File: src/rtl/pwrgd_mode_ctl.sv
module pwrgd_mode_ctl #(
  parameter int unsigned STAB_CYCLES = 140000,
  parameter int unsigned PDX_CYCLES  = 20000
) (
  input  logic       clk,
  input  logic       rst_n,
  input  logic       pwrgd_i,
  input  logic [1:0] mode_pin_i,
  input  logic [1:0] strap0_i,
  input  logic [1:0] strap1_i,
  input  logic       sw_override_i,
  input  logic [1:0] sw_mode_i,
  output logic [1:0] mode_rb_o,
  output logic [1:0] mode_o,
  output logic [3:0] addr_o,
  output logic       started_o,
  output logic       pd_o,
  output logic       out_run_o
);
  localparam int unsigned MAXC = (STAB_CYCLES > PDX_CYCLES) ? STAB_CYCLES : PDX_CYCLES;
  localparam int unsigned CW   = $clog2(MAXC + 1);

  logic          pg_q, cold_q, run_q, started_q;
  logic [CW-1:0] cnt_q, last_cnt;
  logic [1:0]    mode_q, mode_src;
  logic [3:0]    addr_q;
  logic          rise;

  assign rise     = pwrgd_i & ~pg_q;
  assign last_cnt = cold_q ? CW'(STAB_CYCLES - 1) : CW'(PDX_CYCLES - 1);

  always_ff @(posedge clk or negedge rst_n) begin
    if (!rst_n) begin
      pg_q      <= 1'b0;
      cold_q    <= 1'b0;
      run_q     <= 1'b0;
      started_q <= 1'b0;
      cnt_q     <= '0;
      mode_q    <= 2'b01;
      addr_q    <= '0;
    end else begin
      pg_q <= pwrgd_i;
      if (!pwrgd_i) begin
        run_q <= 1'b0;
        cnt_q <= '0;
      end else if (rise) begin
        cnt_q  <= '0;
        cold_q <= ~started_q;
        if (!started_q) begin
          started_q <= 1'b1;
          mode_q    <= (mode_pin_i == 2'b10) ? 2'b01 : mode_pin_i;
          addr_q    <= {strap1_i, strap0_i};
        end
      end else if (!run_q) begin
        if (cnt_q == last_cnt) run_q <= 1'b1;
        else                   cnt_q <= cnt_q + 1'b1;
      end
    end
  end

  assign mode_src  = sw_override_i ? sw_mode_i : mode_q;
  assign mode_o    = (mode_src == 2'b10) ? 2'b01 : mode_src;
  assign mode_rb_o = mode_q;
  assign addr_o    = addr_q;
  assign started_o = started_q;
  assign pd_o      = started_q & ~pg_q;
  assign out_run_o = run_q;
endmodule

File: config.mk
export PLATFORM = sky130hd
export DESIGN_NAME = pwrgd_mode_ctl
export DESIGN_NICKNAME = d
export VERILOG_FILES = /design/src/rtl/pwrgd_mode_ctl.sv
export SDC_FILE = /design/constraint.sdc
export NUM_CORES = 1
export LEC_CHECK = 0
export BUFFER_PORTS_ARGS = -buffer_cell sky130_fd_sc_hd__buf_2
export CAP_MARGIN = 20
export CORE_MARGIN = 2
export CORE_UTILIZATION = 38
export DETAILED_ROUTE_END_ITERATION = 16
export PLACE_DENSITY = 0.61
export SLEW_MARGIN = 20
export SYNTH_ARGS = -nofsm -noshare
export SYNTH_HDL_FRONTEND = slang
export SYNTH_SLANG_ARGS = --single-unit
File: constraint.sdc
create_clock -name clk -period 2.5 [get_ports clk]
set_input_delay 0.375 -clock clk [delete_from_list [all_inputs] [get_ports clk]]
set_output_delay 0.375 -clock clk [all_outputs]
set_load 0.05 [all_outputs]
==> impl_metrics.tcl <==
set metrics [dict create \
    ys_seq_elements 28 \
    min_period_over_period 0.860 \
    ios 23 \
    wl_per_cell_um 12.1 \
    ys_types 35 \
    r2r_cells 5 \
    pre_cts_ws_ns 0.370 \
    cts_sinks 28 \
    postCtsSetupRepairBufs 0 \
    synthFlopType "dfrtp_1" \
    synth-async-reset-ratio 1.00 \
    dr.first_iter.drc_count 65 \
    cts.clk_slew.worst_paths_ns 0.15 \
    criticalPathCategory "flop to flop" \
    routed_via_density 5.22 \
    antenna_found_initial 0 \
    relSlewSlack 0.588 \
    cp-startpoint "cnt_q[14]" \
    hold_viol_final 0 \
    holdBufCountCts 0 \
    start_kind "flop" \
    grt_overflow 0 \
    status "finished, final reports clean" \
    netlist_instances 138 \
    rows 21 \
    peakVddDrop_v 0.000431 \
    r2r-start "cnt_q[14]" \
    rsz0062_at_grt "false" \
    cp_slowest_cell "or4b_1" \
    cts_tree "yes" \
    antenna_cells 0 \
    rrSetupSlack_ns 0.35 \
    synth-edff-count 0 \
    cts_buffers 3 \
    path_cells "or4b_1, or3_1, a21oi_2, or3_2, a21oi_1" \
    required_ns 2.69 \
    drv_slew 0 \
    routed_wl_mm 2.52 \
    p_leak_nw 0.646 \
    yosysTopAreaCellShare 0.496 \
    final_net_count 176 \
    fin_setup_tns_ns 0 \
    critPathArrivalTime_ns 2.34 \
    timing.fmax_mhz 465 \
    slowest_delay_ns 0.52 \
    drive_above_1_share 0.235 \
    grt_usage 0.142 \
    cts_resized 0 \
    grt_max_degree 29 \
    timing.final.ws_setup_ns 0.351 \
    synth_nets 151 \
    maxCapViolations 0 \
    synth.area.top_cells "dfrtp_1 50%, nor2_1 5.5%, nand3_1 4.0%" \
    grt_pass1_vias 1030 \
    fin_crit_ns 2.15 \
    cts_root_buf "clkbuf_4" \
    initial_utilization 0.402 \
    r2r-end "cnt_q[0]" \
    seq_area_frac_synth 0.515 \
    dr.pass1.iters 5 \
    clockBufferDepth 2 \
    crit_path_end "cnt_q[0]" \
    cts_max_level 1 \
    hold_class "input port to asynchronous set/reset pin" \
    grt_pass1_wl_mm 4.66 \
    avgSynthCellArea_sq_um 9.87 \
    cp_max_fo 12 \
    fp.dieArea_sq_mm 0.00408 \
    ant_nets 0 \
    yosysWarnings 0 \
    power_density_mw_per_mm2 581 \
    synth_top_cell_by_area "dfrtp_1" \
    core_area_sq_mm 0.00339 \
    netlist_area_sq_mm 0.00136 \
    area_growth_pct 15.1 \
    fin_skew_ns 0.00744 \
    die_y_um 63.9 \
    clock_latency_ns 0.32 \
    setup_viol 0 \
    gp_congestion 0.875 \
    drc 0 \
    chipWidth_um 63.9 \
    num_vias 1086 \
    worst_pin_slew_ns 0.618 \
    cp-end-kind "flop" \
    hpwl_mm 1.86 \
    io_buffers 22 \
]
## registers in the layout, indices dropped and copies added (netlist names)
| register | count |
|---|---|
| addr_o | 4 |
| cnt_q | 18 |
| cold_q | 1 |
| mode_rb_o | 2 |
| out_run_o | 1 |
| pg_q | 1 |
| started_o | 1 |
## cell usage in the layout, fill, tap and decap left out
cell and n:
a21o_1 1, nand4_1 3, mux2_2 4, o21ai_0 4, clkbuf_4 3, nor4_2 1
a21oi_1 8, nor4b_1 2, nor3b_1 1, or4b_1 1, ha_1 1, nor2b_1 4
and2_1 1, or4_1 1, nand2_1 7, xnor2_1 6, or3_2 2, nand2b_1 2
inv_2 1, nand3_1 11, dfrtp_1 27, or3b_2 1, a31oi_1 1, nand4b_1 1
nor3_1 4, a21oi_2 2, o31ai_1 1, o21ai_1 4, xor2_1 5, bufinv_16 1
dfstp_2 1, nor2_1 20, inv_1 3, and3_1 2, or3_1 3, buf_2 22
## cell usage after synthesis, types with 2 or more instances
| library cell | instances |
|---|---|
| dfrtp_1 | 27 |
| nor2_1 | 20 |
| nand3_1 | 11 |
| a21oi_1 | 8 |
| nand2_1 | 7 |
| xnor2_1 | 6 |
| xor2_1 | 5 |
| mux2_2 | 4 |
| nor2b_1 | 4 |
| nor3_1 | 4 |
| o21ai_0 | 4 |
| o21ai_1 | 4 |
| inv_1 | 3 |
| nand4_1 | 3 |
| or3_1 | 3 |
| a21oi_2 | 2 |
| and3_1 | 2 |
| nand2b_1 | 2 |
| nor4b_1 | 2 |
| or3_2 | 2 |
## power breakdown
| group | total (mW) | internal [mW] | switching (mW) |
|---|---|---|---|
| registers | 0.483 | 0.471 | 0.0113 |
| clock network | 0.295 | 0.162 | 0.132 |
| logic | 0.134 | 0.0341 | 0.0998 |
## area by class of cell
| cell class | count | area [sq um] |
|---|---|---|
| Sequential cell | 28 | 702 |
| Timing Repair Buffer | 22 | 110 |
| Clock inverter | 1 | 30.0 |
| Multi-Input combinational cell | 104 | 631 |
| Clock buffer | 3 | 22.5 |
| Inverter | 4 | 15.0 |
| Fill cell | 335 | 1820 |
| Tap cell | 46 | 57.6 |
## critical path, delay by kind of cell (launching register included)
| kind | cells | cell delay (ns) |
|---|---|---|
| and+or+nand+nor | 3 | 1.11 |
| DFF | 1 | 0.45 |
| AOI/OAI and AO/OA | 2 | 0.47 |
## worst min path at each step
stage / startpoint / cells after the start / to / slack, ns
finish: rst_n / 1 / cnt_q[16] / 0.04
floorplan: rst_n / 0 / addr_o[0] / 0.08
CTS: rst_n / 1 / started_o / 0.05
global route: rst_n / 1 / cnt_q[11] / 0.06
global placement: rst_n / 1 / cnt_q[4] / 0.42
detailed placement: rst_n / 1 / cnt_q[3] / 0.43
## metal layers
layer	part of all wire	global-route usage	vias up
li1	-	-	534
met1	0.46	0.195	530
met2	0.49	0.223	20
met3	0.040	0.0440	2
met4	0.0091	0.0245	0
met5	0	0	-
## stage by stage
step / total power [mW] / hold WS (ns) / util / std cells / area [sq um]
detailed placement: 0.627 / 0.434 / 0.447 / 204 / 1520
global route: 0.952 / 0.0615 / 0.463 / 208 / 1570
finish: 0.911 / 0.0382 / 0.463 / 208 / 1570
CTS: 0.928 / 0.0506 / 0.463 / 208 / 1570
global placement: 0.623 / 0.421 / 0.447 / 204 / 1520
floorplan: 0.583 / 0.0794 / - / 138 / 1360
## cells by family after synthesis
logic type | synth area share
XOR/XNOR | 0.0707
buffers and inverters | 0.0220
AND/OR/NAND/NOR | 0.263
multiplexers | 0.0331
adder cells (fa/ha/maj) | 0.00918
flip-flops | 0.515
AO/OA/AOI/OAI | 0.0872
No activity file was read; power rests on OpenSTA's default activity.
